File: src/rtl/bklt_pwm_pkg.sv
package bklt_pwm_pkg;
  // Mux field code that routes the PWM onto the shared pin
  localparam int unsigned MUX_W   = 2;
  localparam logic [1:0]  MUX_PWM = 2'b10;
  // Control byte bit positions
  localparam int unsigned CTRL_INV_BIT = 0;
  localparam int unsigned CTRL_EN_BIT  = 1;
endpackage

File: src/rtl/bklt_pwm_regs.sv
module bklt_pwm_regs
  import bklt_pwm_pkg::*;
#(
  parameter logic [7:0]  BASE_ADDR = 8'hA0,
  parameter int unsigned PRE_W     = 8,
  parameter int unsigned CNT_W     = 16
) (
  input  logic             clk,
  input  logic             rst_n,
  input  logic             wr_en,
  input  logic [7:0]       wr_addr,
  input  logic [7:0]       wr_data,
  input  logic             wrap_i,
  output logic [PRE_W-1:0] pre_o,
  output logic [CNT_W-1:0] scale_o,
  output logic [CNT_W-1:0] duty_o,
  output logic             en_o,
  output logic             inv_o
);
  localparam int unsigned LANES     = (CNT_W + 7) / 8;
  localparam int unsigned SW        = LANES * 8;
  localparam int unsigned SCALE_OFS = 1;
  localparam int unsigned DUTY_OFS  = 1 + LANES;
  localparam int unsigned CTRL_OFS  = 1 + 2 * LANES;

  logic [PRE_W-1:0] pre_sh_q, pre_sh_d;
  logic [SW-1:0]    scale_sh_q, scale_sh_d;
  logic [SW-1:0]    duty_sh_q, duty_sh_d;
  logic             en_q, en_d, inv_q, inv_d;
  logic [PRE_W-1:0] pre_act_q;
  logic [CNT_W-1:0] scale_act_q, duty_act_q;
  logic [7:0]       ofs;
  logic             load;

  // Next-state decode of the byte write port
  always_comb begin
    ofs        = wr_addr - BASE_ADDR;
    pre_sh_d   = pre_sh_q;
    scale_sh_d = scale_sh_q;
    duty_sh_d  = duty_sh_q;
    en_d       = en_q;
    inv_d      = inv_q;
    if (ofs == 8'd0) pre_sh_d = wr_data[PRE_W-1:0];
    if (ofs == 8'(CTRL_OFS)) begin
      inv_d = wr_data[CTRL_INV_BIT];
      en_d  = wr_data[CTRL_EN_BIT];
    end
    for (int b = 0; b < LANES; b++) begin
      if (ofs == 8'(SCALE_OFS + b)) scale_sh_d[b*8 +: 8] = wr_data;
      if (ofs == 8'(DUTY_OFS + b))  duty_sh_d[b*8 +: 8]  = wr_data;
    end
    // Active bank follows the shadow while idle, else only at a wrap
    load = !en_q || wrap_i;
  end

  always_ff @(posedge clk or negedge rst_n) begin
    if (!rst_n) begin
      pre_sh_q   <= '0;
      scale_sh_q <= '0;
      duty_sh_q  <= '0;
      en_q       <= 1'b0;
      inv_q      <= 1'b0;
    end else if (wr_en) begin
      pre_sh_q   <= pre_sh_d;
      scale_sh_q <= scale_sh_d;
      duty_sh_q  <= duty_sh_d;
      en_q       <= en_d;
      inv_q      <= inv_d;
    end
  end

  always_ff @(posedge clk or negedge rst_n) begin
    if (!rst_n) begin
      pre_act_q   <= '0;
      scale_act_q <= '0;
      duty_act_q  <= '0;
    end else if (load) begin
      pre_act_q   <= pre_sh_q;
      scale_act_q <= scale_sh_q[CNT_W-1:0];
      duty_act_q  <= duty_sh_q[CNT_W-1:0];
    end
  end

  assign pre_o   = pre_act_q;
  assign scale_o = scale_act_q;
  assign duty_o  = duty_act_q;
  assign en_o    = en_q;
  assign inv_o   = inv_q;
endmodule

File: src/rtl/bklt_pwm_core.sv
module bklt_pwm_core #(
  parameter int unsigned PRE_W = 8,
  parameter int unsigned CNT_W = 16
) (
  input  logic             clk,
  input  logic             rst_n,
  input  logic             en_i,
  input  logic             inv_i,
  input  logic [PRE_W-1:0] pre_i,
  input  logic [CNT_W-1:0] scale_i,
  input  logic [CNT_W-1:0] duty_i,
  output logic             pwm_o,
  output logic             wrap_o,
  output logic [CNT_W-1:0] cnt_o
);
  logic [PRE_W-1:0] pc_q, pc_d, pre_last;
  logic [CNT_W-1:0] cnt_q, cnt_d, duty_lim;
  logic             tick, at_end, level;

  always_comb begin
    // Prescaler of zero counts as one
    pre_last = (pre_i == '0) ? '0 : pre_i - PRE_W'(1);
    tick     = (pc_q == pre_last);
    at_end   = (cnt_q == scale_i);
    wrap_o   = en_i && tick && at_end;
    if (!en_i) begin
      pc_d  = '0;
      cnt_d = '0;
    end else begin
      pc_d  = tick ? '0 : pc_q + PRE_W'(1);
      cnt_d = at_end ? '0 : cnt_q + CNT_W'(1);
    end
    duty_lim = (duty_i > scale_i) ? scale_i : duty_i;
    level    = en_i && (cnt_q < duty_lim);
    pwm_o    = level ^ inv_i;
  end

  always_ff @(posedge clk or negedge rst_n) begin
    if (!rst_n) begin
      pc_q <= '0;
    end else begin
      pc_q <= pc_d;
    end
  end

  always_ff @(posedge clk or negedge rst_n) begin
    if (!rst_n) begin
      cnt_q <= '0;
    end else if (!en_i || tick) begin
      cnt_q <= cnt_d;
    end
  end

  assign cnt_o = cnt_q;
endmodule

File: src/rtl/bklt_pwm_pinmux.sv
module bklt_pwm_pinmux
  import bklt_pwm_pkg::*;
(
  input  logic             rst_ok,
  input  logic [MUX_W-1:0] sel_i,
  input  logic             gpio_out_i,
  input  logic             gpio_oe_i,
  input  logic             pwm_i,
  output logic             pin_out_o,
  output logic             pin_oe_o
);
  logic pwm_sel;

  always_comb begin
    pwm_sel   = (sel_i == MUX_PWM);
    pin_out_o = pwm_sel ? pwm_i : gpio_out_i;
    pin_oe_o  = rst_ok && (pwm_sel || gpio_oe_i);
  end
endmodule

File: src/rtl/bklt_pwm.sv
module bklt_pwm
  import bklt_pwm_pkg::*;
#(
  parameter logic [7:0]  BASE_ADDR = 8'hA0,
  parameter int unsigned PRE_W     = 8,
  parameter int unsigned CNT_W     = 16
) (
  input  logic       clk,
  input  logic       rst_n,
  input  logic       wr_en,
  input  logic [7:0] wr_addr,
  input  logic [7:0] wr_data,
  input  logic [1:0] pin_mux_sel,
  input  logic       gpio_out,
  input  logic       gpio_oe,
  output logic       pin_out,
  output logic       pin_oe
);
  logic             rst_meta, rst_q;
  logic             ctl_en, ctl_inv, pwm_raw, per_wrap;
  logic [PRE_W-1:0] act_pre;
  logic [CNT_W-1:0] act_scale, act_duty, per_cnt;

  // Asynchronous assertion, synchronous release
  always_ff @(posedge clk or negedge rst_n) begin
    if (!rst_n) begin
      rst_meta <= 1'b0;
      rst_q    <= 1'b0;
    end else begin
      rst_meta <= 1'b1;
      rst_q    <= rst_meta;
    end
  end

  bklt_pwm_regs #(.BASE_ADDR(BASE_ADDR), .PRE_W(PRE_W), .CNT_W(CNT_W)) u_regs (
    .clk(clk), .rst_n(rst_q), .wr_en(wr_en), .wr_addr(wr_addr), .wr_data(wr_data),
    .wrap_i(per_wrap), .pre_o(act_pre), .scale_o(act_scale), .duty_o(act_duty),
    .en_o(ctl_en), .inv_o(ctl_inv)
  );

  bklt_pwm_core #(.PRE_W(PRE_W), .CNT_W(CNT_W)) u_core (
    .clk(clk), .rst_n(rst_q), .en_i(ctl_en), .inv_i(ctl_inv), .pre_i(act_pre),
    .scale_i(act_scale), .duty_i(act_duty), .pwm_o(pwm_raw), .wrap_o(per_wrap),
    .cnt_o(per_cnt)
  );

  bklt_pwm_pinmux u_mux (
    .rst_ok(rst_q), .sel_i(pin_mux_sel), .gpio_out_i(gpio_out), .gpio_oe_i(gpio_oe),
    .pwm_i(pwm_raw), .pin_out_o(pin_out), .pin_oe_o(pin_oe)
  );
endmodule

File: config.mk
export PLATFORM = sky130hd
export DESIGN_NAME = bklt_pwm
export DESIGN_NICKNAME = d
export VERILOG_FILES = /design/src/rtl/bklt_pwm_pkg.sv /design/src/rtl/bklt_pwm_regs.sv /design/src/rtl/bklt_pwm_core.sv /design/src/rtl/bklt_pwm_pinmux.sv /design/src/rtl/bklt_pwm.sv
export SDC_FILE = /design/constraint.sdc
export NUM_CORES = 1
export LEC_CHECK = 0
export ABC_AREA = 1
export BUFFER_PORTS_ARGS = -buffer_cell sky130_fd_sc_hd__buf_2
export CAP_MARGIN = 10
export CORE_MARGIN = 5
export CORE_UTILIZATION = 45
export DETAILED_ROUTE_END_ITERATION = 8
export GPL_ROUTABILITY_DRIVEN = 0
export HOLD_SLACK_MARGIN = 0.1
export PLACE_DENSITY = 0.65
export SKIP_CTS_REPAIR_TIMING = 1
export SYNTH_ARGS = -nofsm -noshare
export SYNTH_HDL_FRONTEND = slang
export SYNTH_SLANG_ARGS = --single-unit
File: constraint.sdc
create_clock -name clk -period 8.1 [get_ports clk]
set_clock_uncertainty 0.15 [all_clocks]
set_input_delay 1.62 -clock clk [delete_from_list [all_inputs] [get_ports clk]]
set_output_delay 1.62 -clock clk [all_outputs]
set_load 0.05 [all_outputs]
After elaboration in Yosys (flattened, before gate mapping)

Index checks and enable logic that the tools add are counted.

Bits in registers: 108
Bits of input ports: 23
Output and inout port bits: 2
Word-level logic and storage cells: 52

Add/sub/neg operators: 4
Magnitude comparators: 2
Equal/unequal tests: 8
Multiplexer cells: 7
Bitwise gates (word level): 1
Reductions and logical operators: 16

Operator list:

| kind                  | number |
|---|---|
| $mux 16               | 3 |
| $mux 8                | 3 |
| $add 16x1->16 const B | 1 |
| $eq 16x16->1          | 1 |
| $eq 8x2->1 const B    | 2 |
| $eq 8x3->1 const B    | 2 |
| $gt 16x16->1          | 1 |
| $logic_not 8->1       | 2 |
| $lt 16x16->1          | 1 |
| $reduce_and 2->1      | 6 |
| $add 8x1->8 const B   | 1 |
| $eq 8x1->1 const B    | 1 |
| $eq 8x8->1            | 1 |
| $sub 8x1->8 const B   | 1 |
| $sub 8x8->8 const B   | 1 |
| $logic_and 1x1->1     | 4 |
| $logic_or 1x1->1      | 3 |
| $eq 2x2->1 const B    | 1 |
| $logic_not 1->1       | 1 |
| $mux 1                | 1 |
| $xor 1x1->1           | 1 |

Logic depth before layout (Yosys ltp)

Gate-level depths: netlist of the first run.

Depth after elaboration: 6
Mapped depth: 27
Gate-level depth less buffers: 26

Hierarchy

From an unflattened synthesis of the first run, not the netlist that was laid out.

Cells, all modules: 770
Area, all modules: 6,272.3 µm²

Modules (own cells, without submodules):

| module          | times used | cells an instance | area each (µm²) | seq. area each (µm²) |
|---|---|---|---|---|
| bklt_pwm_regs   | 1          | 381               | 3,470.8         | 2,052.0 |
| bklt_pwm_core   | 1          | 378               | 2,708.8         | 600.6 |
| bklt_pwm        | 1          | 3                 | 53.8            | 50.0 |
| bklt_pwm_pinmux | 1          | 8                 | 38.8            | 0.0 |

Worst setup path after synthesis of the first run

Ideal clock, no wire load.

Path kind: register to output
Start: register rst_q
End: output port pin_oe
Arrival: 3.214 ns
Required time: 6.330 ns
Path slack: 3.116 ns
Stages on the path, launching flop included: 2
Cells stage by stage: dfrtp_1 -> o21a_1

Word-level cells in the longest chain between the ends: 1

Ends and longest elaborated chain:

| element                  | line                  | text |
|---|---|---|
| start: declaration       | bklt_pwm.sv:19        | `logic rst_meta, rst_q;` |
| start signal: assignment | bklt_pwm.sv:31        | `rst_q <= rst_meta;` |
| $logic_and 1x1->1        | bklt_pwm_pinmux.sv:17 | `pin_oe_o = rst_ok && (pwm_sel \|\| gpio_oe_i);` |
| end: declaration         | bklt_pwm.sv:17        | `output logic pin_oe` |

Every way passes these cells.

Worst setup path in the final report of the first run

Start: register u_regs.scale_act_q[11] (netlist: u_regs.scale_o[11])
End: output port pin_out

Word-level cells in the longest chain between the ends: 6

Ends and longest elaborated chain:

| element                  | line                  | text |
|---|---|---|
| start: declaration       | bklt_pwm_regs.sv:31   | `logic [CNT_W-1:0] scale_act_q, duty_act_q;` |
| start signal: assignment | bklt_pwm_regs.sv:79   | `scale_act_q <= scale_sh_q[CNT_W-1:0];` |
| $gt 16x16->1             | bklt_pwm_core.sv:33   | `duty_lim = (duty_i > scale_i) ? scale_i : duty_i;` |
| $mux 16 (*)              | bklt_pwm_core.sv:33   |  |
| $lt 16x16->1 (*)         | bklt_pwm_core.sv:34   | `level = en_i && (cnt_q < duty_lim);` |
| $logic_and 1x1->1 (*)    | bklt_pwm_core.sv:34   |  |
| $xor 1x1->1 (*)          | bklt_pwm_core.sv:35   | `pwm_o = level ^ inv_i;` |
| $mux 1 (*)               | bklt_pwm_pinmux.sv:16 | `pin_out_o = pwm_sel ? pwm_i : gpio_out_i;` |
| end: declaration         | bklt_pwm.sv:16        | `output logic pin_out,` |

Mark *: on every way between the ends. The rest lies on a longest branch, timed or not.

==> results.sh, run 1 <==
export IMPL_status="completed"
export IMPL_regToRegSetupSlack_ns=4.50
export IMPL_post_dp_hpwl_um=9451
export IMPL_cpMostUsedCell="nand2_1"
export IMPL_final_util_pct=49.41
export IMPL_vias=4544
export IMPL_synth_edff_count=0
export IMPL_multi_input_area_um2=2803
export IMPL_cts_root_buf="clkbuf_16"
export IMPL_synth_main_ff_cell="dfrtp_1"
export IMPL_switching_share_pct=35.73
export IMPL_viasPerCell=5.129
export IMPL_rr_startpoint="u_regs.pre_o[1]"
export IMPL_synth_top_cell_area_share_pct=45.28
export IMPL_drt_initial_drc_count=260
export IMPL_fin_crit_ns=5.762
export IMPL_route_detailed_drc=0
export IMPL_clkPwrFrac_pct=30.0
export IMPL_syn_avg_cell_area_um2=8.687
export IMPL_area_growth_pct=8.763
export IMPL_finalMaxSlewViolations=0
export IMPL_insertion_delay_ns=0.35
export IMPL_crit_family="simple AND/OR/NAND/NOR gates"
export IMPL_syn_inst=687
export IMPL_hold_start="rst_meta"
export IMPL_track_usage_pct=16.89
export IMPL_criticalPathCategory="register to output port"
export IMPL_fillers=1293
export IMPL_rsz0062_at_grt="no"
export IMPL_maxSlewHeadroom_pct=36.41
export IMPL_ys_seq_elements=108
export IMPL_maxCapViolations=0
export IMPL_hold_viol=0
export IMPL_final_common_cell="nand2_1"
export IMPL_syn_area_um2=5968
export IMPL_cts_max_path_buffers=2
export IMPL_power_share_sequential_pct=40.6
export IMPL_grt_max_degree=81
export IMPL_combPwrFrac_pct=29.4
export IMPL_cpMaxStageDelayCell="nand2_1"
export IMPL_cts_max_level=3
export IMPL_crit_fanout=31
export IMPL_critPathRequiredTime_ns=6.33
export IMPL_yosys_area_top_type="dfrtp_1"
export IMPL_hold_path_class="register to register"
export IMPL_setup_viol=0
export IMPL_dieArea_um2=15670
export IMPL_synth_area_top_cells="dfrtp_1 (45%), nand2_1 (8.2%), ha_1 (7.3%)"
export IMPL_path_clk_slew_ns=0.07
export IMPL_ys_seq_area_share_pct=45.28
export IMPL_worst_pin_slew_ns=0.9538
export IMPL_yosys_warnings=0
export IMPL_core_area_um2=13140
export IMPL_first_pass_iters=4
export IMPL_cts_tree="yes"
export IMPL_final_cell_mix="nand2_1 (131), dfrtp_1 (107), inv_1 (78), nor2_1 (60), o21ai_0 (49)"
export IMPL_yosysUniqueCellTypes=44
export IMPL_async_flop_share_pct=100.0
export IMPL_row_count=42
export IMPL_intPower_uw=976.3
export IMPL_ant_nets=0
export IMPL_routed_wl_um=12710
export IMPL_dieHeight_um=125.2
export IMPL_fmaxAchievable_mhz=173.6
export IMPL_final_nets=763
export IMPL_cp_num_buf_inv=2
export IMPL_antenna_cells=0
export IMPL_avgRoutedWirePerCell_um=14.35
export IMPL_grt_pass1_wl_um=21560
export IMPL_critPathLaunchType="register"
export IMPL_ir_drop_v=0.0001162
export IMPL_numCtsBuffers=9
export IMPL_p_switching_uw=542.7
export IMPL_die_x_um=125.2
export IMPL_tns_ns=0
export IMPL_fin_crit_sh_pct=71.13
export IMPL_slowest_delay_ns=0.71
export IMPL_grt_pass1_vias=4294
export IMPL_register_area_um2=2706
export IMPL_power_density_nw_per_um2=234.0
export IMPL_crit_chain="inv_1 > ha_1 > nand4_1 > nor3_1 > nand3_1 > nand2_1 > nor2_1 > a21oi_1 > ha_1 > nand2_1 > nor2_1 > a211oi_1 > nand2_1 > nand2_1 > nand2_1 > nand2_1 > nand3_1 > nand2_1 > buf_2"
export IMPL_drive_above_1_share_pct=14.65
export IMPL_antenna_found_initial=0
export IMPL_initial_core_util_pct=45.43
export IMPL_grt_overflow_total=0
export IMPL_pin_count=25
export IMPL_endpoint_kind="output port"
export IMPL_critPathLaunch="u_regs.scale_o[11]"
export IMPL_cts_sinks=108
export IMPL_port_buffers=24
export IMPL_p_leak_nw=3.037
export IMPL_crit_arrival_ns=3.99
export IMPL_syn_nets=745
-- logic make-up after synthesis --
kind of cell / Yosys count / synth area share, %
AOI/OAI and AO/OA: 145 / 15.18
xor gates and xnor gates: 28 / 4.235
DFF: 108 / 45.28
buffers and inverters: 104 / 7.757
and+or+nand+nor: 266 / 20.15
adders and majority gates: 35 / 7.338
other: 1 / 0.06283
-- layer usage --
metal  track usage [%]  wire length (um)  vias to the layer above  part of all wire (%)
met5                 0                 0                        -                     0
met4             6.633               290                        0                   2.3
met3             2.431               414                       19                   3.3
met2             26.07              5857                       90                    46
met1             24.15              6149                     2136                    48
li1                  -                 -                     2299                     -
-- synth_stat cells, drive strengths merged, types with 3 or more instances --
cell type and number:
nand4 15, a31oi 3, o22ai 11, nand3 21, nand2 134, xor2 25, nor3b 3, buf 11
nor3 12, a211oi 3, ha 35, clkbuf 8, a21oi 54, o21ai 70, xnor2 3, inv 85
dfrtp 108, nor2 72, nor4 4
-- final cells by class --
type / count / area share [%]
inverter: 85 / 4.915
multi-input combinational: 475 / 43.18
sequential: 108 / 41.69
timing repair buffer: 26 / 2.082
tap: 176 / 3.392
clock inverter: 7 / 1.272
clock buffer: 9 / 3.470
-- stage by stage --
| step | cell area [um2] | cells | hold WS, ns | total power, mW | setup slack (ns) |
|---|---|---|---|---|---|
| floorplan | 5968 | 687 | 0.1812 | 0.9836 | 3.116 |
| global placement | 6183 | 870 | 0.1908 | 1.056 | 2.792 |
| detailed placement | 6183 | 870 | 0.1958 | 1.071 | 2.729 |
| CTS | 6491 | 886 | 0.2133 | 1.527 | 2.331 |
| global route | 6491 | 886 | 0.2296 | 1.615 | 1.961 |
| finish | 6491 | 886 | 0.2103 | 1.519 | 2.338 |
-- flip-flops by register name, indices dropped and copies added, names as in the netlist, 8 cells and up --
signal / count
u_core.cnt_o: 16
u_regs.duty_o: 16
u_regs.duty_sh_q: 16
u_regs.pre_o: 8
u_regs.scale_o: 16
u_core.pc_q: 8
u_regs.pre_sh_q: 8
u_regs.scale_sh_q: 16
-- power by group through the flow --
stage | Clock [mW] | Sequential [mW] | Combinational, mW
6_report | 0.456 | 0.617 | 0.446
5_1_grt | 0.488 | 0.623 | 0.504
4_1_cts | 0.464 | 0.617 | 0.446
3_5_place_dp | 0 | 0.627 | 0.443
3_3_place_gp | 0 | 0.626 | 0.431
2_1_floorplan | 0 | 0.621 | 0.363
-- path summary, 6_finish.rpt --
check                                            to  cells after the start
worst max-delay path                        pin_out                     19
worst min-delay path                          rst_q                      0
worst max register to register   u_regs.scale_o[14]                     14
worst min register to register                rst_q                      0
max in group asynchronous       u_regs.duty_sh_q[4]                      1
min in group asynchronous       u_regs.duty_sh_q[6]                      0
Power figures use the tool's default switching activity.
==> run 2, diff against run 1 <==
==> constraint.sdc (replaced) <==
create_clock -name clk -period 5.9 [get_ports clk]
set_clock_uncertainty 0.15 [all_clocks]
set_input_delay 1.18 -clock clk [delete_from_list [all_inputs] [get_ports clk]]
set_output_delay 1.18 -clock clk [all_outputs]
set_load 0.05 [all_outputs]
==> results.sh, run 2 (synthesis results as in run 1) <==
export IMPL_status="completed"
export IMPL_cpMostUsedCell="nand2_1"
export IMPL_endpoint_kind="output port"
export IMPL_crit_family="simple AND/OR/NAND/NOR gates"
export IMPL_hold_viol=0
export IMPL_cts_max_path_buffers=2
export IMPL_viasPerCell=5.061
export IMPL_cts_sinks=108
export IMPL_critPathLaunchType="register"
export IMPL_area_growth_pct=8.595
export IMPL_post_dp_hpwl_um=9453
export IMPL_numCtsBuffers=9
export IMPL_grt_overflow_total=0
export IMPL_row_count=42
export IMPL_track_usage_pct=16.87
export IMPL_pin_count=25
export IMPL_worst_pin_slew_ns=1.010
export IMPL_vias=4484
export IMPL_grt_pass1_vias=4323
export IMPL_maxCapViolations=0
export IMPL_r2r_end="u_regs.scale_o[14]"
export IMPL_finalMaxSlewViolations=0
export IMPL_port_buffers=24
export IMPL_place_ws_ns=0.9867
export IMPL_ir_drop_v=0.0001633
export IMPL_rsz0062_at_grt="no"
export IMPL_cts_tree="yes"
export IMPL_final_util_pct=49.33
export IMPL_hold_path_end="rst_q"
export IMPL_fmaxAchievable_mhz=187.9
export IMPL_antenna_found_initial=0
export IMPL_cpMaxStageDelayCell="nand2_1"
export IMPL_setup_viol=0
export IMPL_criticalPathCategory="register to output port"
export IMPL_critPathRequiredTime_ns=4.57
export IMPL_cts_root_buf="clkbuf_16"
export IMPL_initial_core_util_pct=45.43
export IMPL_grt_max_degree=61
export IMPL_route_detailed_drc=0
export IMPL_drt_initial_drc_count=222
export IMPL_ff2ff_path_depth=15
export IMPL_slowest_delay_ns=0.69
export IMPL_hold_path_class="register to register"
export IMPL_dieHeight_um=125.2
export IMPL_dieArea_um2=15670
export IMPL_hold_depth=0
export IMPL_crit_fanout=31
export IMPL_grt_pass1_wl_um=21500
export IMPL_antenna_cells=0
export IMPL_cts_max_level=3
export IMPL_ant_nets=0
export IMPL_core_area_um2=13140
export IMPL_dpl_cell_area_um2=6183
export IMPL_drive_above_1_share_pct=14.51
export IMPL_final_cell_mix="nand2_1 (131), dfrtp_1 (107), inv_1 (78), nor2_1 (60), o21ai_0 (49)"
export IMPL_setup_slack_ns=0.5791
export IMPL_tns_ns=0
export IMPL_fin_crit_sh_pct=90.18
export IMPL_power_density_nw_per_um2=320.8
export IMPL_routed_wl_um=12700
export IMPL_final_common_cell="nand2_1"
export IMPL_fin_crit_ns=5.321
export IMPL_path_clk_slew_ns=0.07
export IMPL_p_leak_nw=3.031
export IMPL_register_area_um2=2706
export IMPL_cp_num_buf_inv=2
export IMPL_multi_input_area_um2=2803
export IMPL_insertion_delay_ns=0.36
export IMPL_regToRegSetupSlack_ns=2.24
export IMPL_total_power_mw=2.079
export IMPL_hold_start="rst_meta"
export IMPL_die_x_um=125.2
export IMPL_design_area_um2=6481
export IMPL_avgRoutedWirePerCell_um=14.33
export IMPL_rr_startpoint="u_regs.pre_o[1]"
export IMPL_crit_arrival_ns=3.99
export IMPL_final_nets=763
export IMPL_fillers=1258
export IMPL_maxSlewHeadroom_pct=32.41
export IMPL_first_pass_iters=4
export IMPL_crit_chain="inv_1 > ha_1 > nand4_1 > nor3_1 > nand3_1 > nand2_1 > nor2_1 > a21oi_1 > ha_1 > a21oi_1 > nor2_1 > a211oi_1 > o221a_2 > nand2_1 > nand2_1 > nand3_1 > nand2_1 > buf_2"
-- run 2: cell count changes in the layout (fill, tap and decap cells not counted), sizes merged --
cell    previous run  this run
clkbuf             9        10
clkinv             2         1
-- run 2: metal layers --
layer  share of wire [%]  global-route usage (%)  routed length (um)
met5                   0                       0                   0
met4                 1.8                   6.633                 228
met3                 2.6                   1.919                 332
met2                  45                   26.19                5755
met1                  50                   24.31                6383
-- run 2: through the flow --
step | hold WS [ns] | std cells
CTS | 0.2140 | 886
global route | 0.2265 | 886
finish | 0.2118 | 886
floorplan | 0.1812 | 687
detailed placement | 0.1863 | 870
global placement | 0.1900 | 870
-- run 2: final cells by class --
class | count | share of cell area, %
Multi-Input combinational cell | 475 | 43.24
Timing Repair Buffer | 26 | 2.085
Tap cell | 176 | 3.398
Clock buffer | 10 | 3.533
Sequential cell | 108 | 41.76
Inverter | 85 | 4.923
Clock inverter | 6 | 1.062
-- run 2: worst max path at each step --
stage	startpoint	to	slack [ns]	depth (start not counted)
after detailed placement	u_regs.scale_o[11]	pin_out	0.99	18
after global placement	u_regs.scale_o[11]	pin_out	1.03	18
after CTS	u_regs.scale_o[11]	pin_out	0.54	18
after floorplan	rst_q	pin_oe	1.36	1
after global routing	u_regs.scale_o[11]	pin_out	0.07	19
final	u_regs.scale_o[11]	pin_out	0.58	18
-- run 2: report_power, final --
group / internal, mW / leakage, nW / switching, mW / total (mW)
clock: 0.334 / 0.144 / 0.288 / 0.621
combinational: 0.206 / 1.41 / 0.405 / 0.611
sequential: 0.798 / 1.48 / 0.0485 / 0.846
==> run 3, diff against run 2 <==
--- a/config.mk
+++ b/config.mk
@@ -8,7 +8,6 @@
 export ABC_AREA = 1
 export BUFFER_PORTS_ARGS = -buffer_cell sky130_fd_sc_hd__buf_2
 export CAP_MARGIN = 10
-export CORE_MARGIN = 5
 export CORE_UTILIZATION = 45
 export DETAILED_ROUTE_END_ITERATION = 8
 export GPL_ROUTABILITY_DRIVEN = 0
==> constraint.sdc (replaced) <==
create_clock -name clk -period 5.9 [get_ports clk]
set_clock_uncertainty 0.15 [all_clocks]
set_input_delay 0.885 -clock clk [delete_from_list [all_inputs] [get_ports clk]]
set_output_delay 0.885 -clock clk [all_outputs]
set_load 0.05 [all_outputs]
==> results.sh, run 3 (synthesis results as in run 1) <==
export IMPL_port_buffers=24
export IMPL_antenna_cells=0
export IMPL_fin_crit_sh_pct=86.17
export IMPL_power_density_nw_per_um2=320.5
export IMPL_routed_wl_um=12730
export IMPL_intPower_mw=1.339
export IMPL_route_detailed_drc=0
export IMPL_cts_max_path_buffers=2
export IMPL_cpMostUsedCell="nand2_1"
export IMPL_grt_overflow_total=0
export IMPL_endpoint_kind="output port"
export IMPL_fin_crit_ns=5.084
export IMPL_criticalPathCategory="register to output port"
export IMPL_grt_pass1_wl_um=21690
export IMPL_insertion_delay_ns=0.35
export IMPL_post_dp_hpwl_um=9401
export IMPL_final_util_pct=50.73
export IMPL_cts_sinks=108
export IMPL_dpl_cell_area_um2=6178
export IMPL_setup_slack_ns=0.8157
export IMPL_dieHeight_um=117.2
export IMPL_maxSlewHeadroom_pct=37.75
export IMPL_grt_max_degree=81
export IMPL_final_cell_mix="nand2_1 (131), dfrtp_1 (107), inv_1 (78), nor2_1 (60), o21ai_0 (49)"
export IMPL_antenna_found_initial=0
export IMPL_status="completed"
export IMPL_design_area_um2=6480
export IMPL_viasPerCell=5.194
export IMPL_track_usage_pct=20.82
export IMPL_final_nets=763
export IMPL_finalMaxSlewViolations=0
export IMPL_crit_fanout=31
export IMPL_place_ws_ns=1.232
export IMPL_tns_ns=0
export IMPL_grt_pass1_vias=4452
export IMPL_core_area_um2=12770
export IMPL_dp_cells=866
export IMPL_cts_tree="yes"
export IMPL_cts_max_level=3
export IMPL_ant_nets=0
export IMPL_hold_viol=0
export IMPL_setup_viol=0
export IMPL_combPwrFrac_pct=29.4
export IMPL_worst_pin_slew_ns=0.9338
export IMPL_vias=4581
export IMPL_row_count=41
export IMPL_initial_core_util_pct=46.72
export IMPL_crit_arrival_ns=4.05
export IMPL_p_leak_nw=3.037
export IMPL_area_growth_pct=8.574
export IMPL_numCtsBuffers=9
export IMPL_critPathRequiredTime_ns=4.87
export IMPL_power_share_sequential_pct=40.8
export IMPL_ir_drop_v=0.0001923
export IMPL_hold_path_class="input pin to async pin"
export IMPL_first_pass_iters=5
export IMPL_maxCapViolations=0
export IMPL_crit_chain="inv_1 > ha_1 > nand4_1 > nor3_1 > nand3_1 > nand2_1 > nor2_1 > a21oi_1 > ha_1 > a21oi_1 > nor2_1 > a211oi_1 > o221a_2 > nand2_1 > nand2_1 > nand3_1 > nand2_1 > buf_2"
export IMPL_rsz0062_at_grt="no"
export IMPL_dieArea_um2=13730
export IMPL_timing_hold_ws_ns=0.1457
export IMPL_cts_root_buf="clkbuf_16"
export IMPL_pin_count=25
export IMPL_critPathLaunchType="register"
export IMPL_clkPwrFrac_pct=29.8
export IMPL_p_switching_uw=738.2
export IMPL_instances_no_fill=882
export IMPL_fmaxAchievable_mhz=196.7
export IMPL_avgRoutedWirePerCell_um=14.43
export IMPL_die_x_um=117.2
export IMPL_cpMaxStageDelayCell="nand2_1"
export IMPL_drive_above_1_share_pct=14.51
export IMPL_drt_initial_drc_count=215
export IMPL_slowest_delay_ns=0.69
export IMPL_total_power_mw=2.077
export IMPL_switching_share_pct=35.54
export IMPL_path_clk_slew_ns=0.07
export IMPL_final_common_cell="nand2_1"
[run 3: changes by cell type in the layout (fill, tap and decap cells not counted), sizes merged]
cell / before / now
clkinv: 1 / 3
clkinvlp: 1 / 0
inv: 88 / 87
[run 3: power by group through the flow]
stage | Clock, mW | Combinational [mW] | Sequential (mW)
global placement | 0 | 0.589 | 0.859
CTS | 0.631 | 0.615 | 0.846
global route | 0.658 | 0.698 | 0.855
finish | 0.619 | 0.611 | 0.847
detailed placement | 0 | 0.608 | 0.861
floorplan | 0 | 0.498 | 0.852
[run 3: per-layer routing]
metal,vias up,wire (um),GRT usage [%]
li1,2294,-,-
met1,2186,6220,28.68
met2,86,5872,33.18
met3,15,459,3.811
met4,0,177,7.004
met5,-,0,0
[run 3: final cells by class]
cell class | count | area (um2)
well taps | 172 | 215.2
clock buffers | 10 | 229.0
multi-input cells | 475 | 2803
repair buffers | 26 | 135.1
clock inverters | 6 | 72.57
fillers | 1176 | 6294
inverters | 85 | 319.1
flip-flops and latches | 108 | 2706
[run 3: worst paths after layout]
check                                   start              endpoint  slack [ns]  cells after the start
max                        u_regs.scale_o[11]               pin_out        0.82                     18
min                                     rst_n                 rst_q        0.15                      1
max reg2reg                   u_regs.pre_o[1]    u_regs.scale_o[14]        2.35                     14
min reg2reg                             rst_q      u_regs.duty_o[5]        0.19                      0
max in group asynchronous               rst_q  u_regs.scale_sh_q[1]        4.15                      1
min in group clk                     rst_meta                 rst_q        0.20                      0
[run 3: worst max-delay path, delay by kind of cell (launching register included)]
kind / cells / cell delay (ns)
AO/OA/AOI/OAI: 4 / 0.76
buffers and inverters: 2 / 0.37
AND/OR/NAND/NOR: 10 / 1.57
flip-flops: 1 / 0.38
adder cells (fa/ha/maj): 2 / 0.61
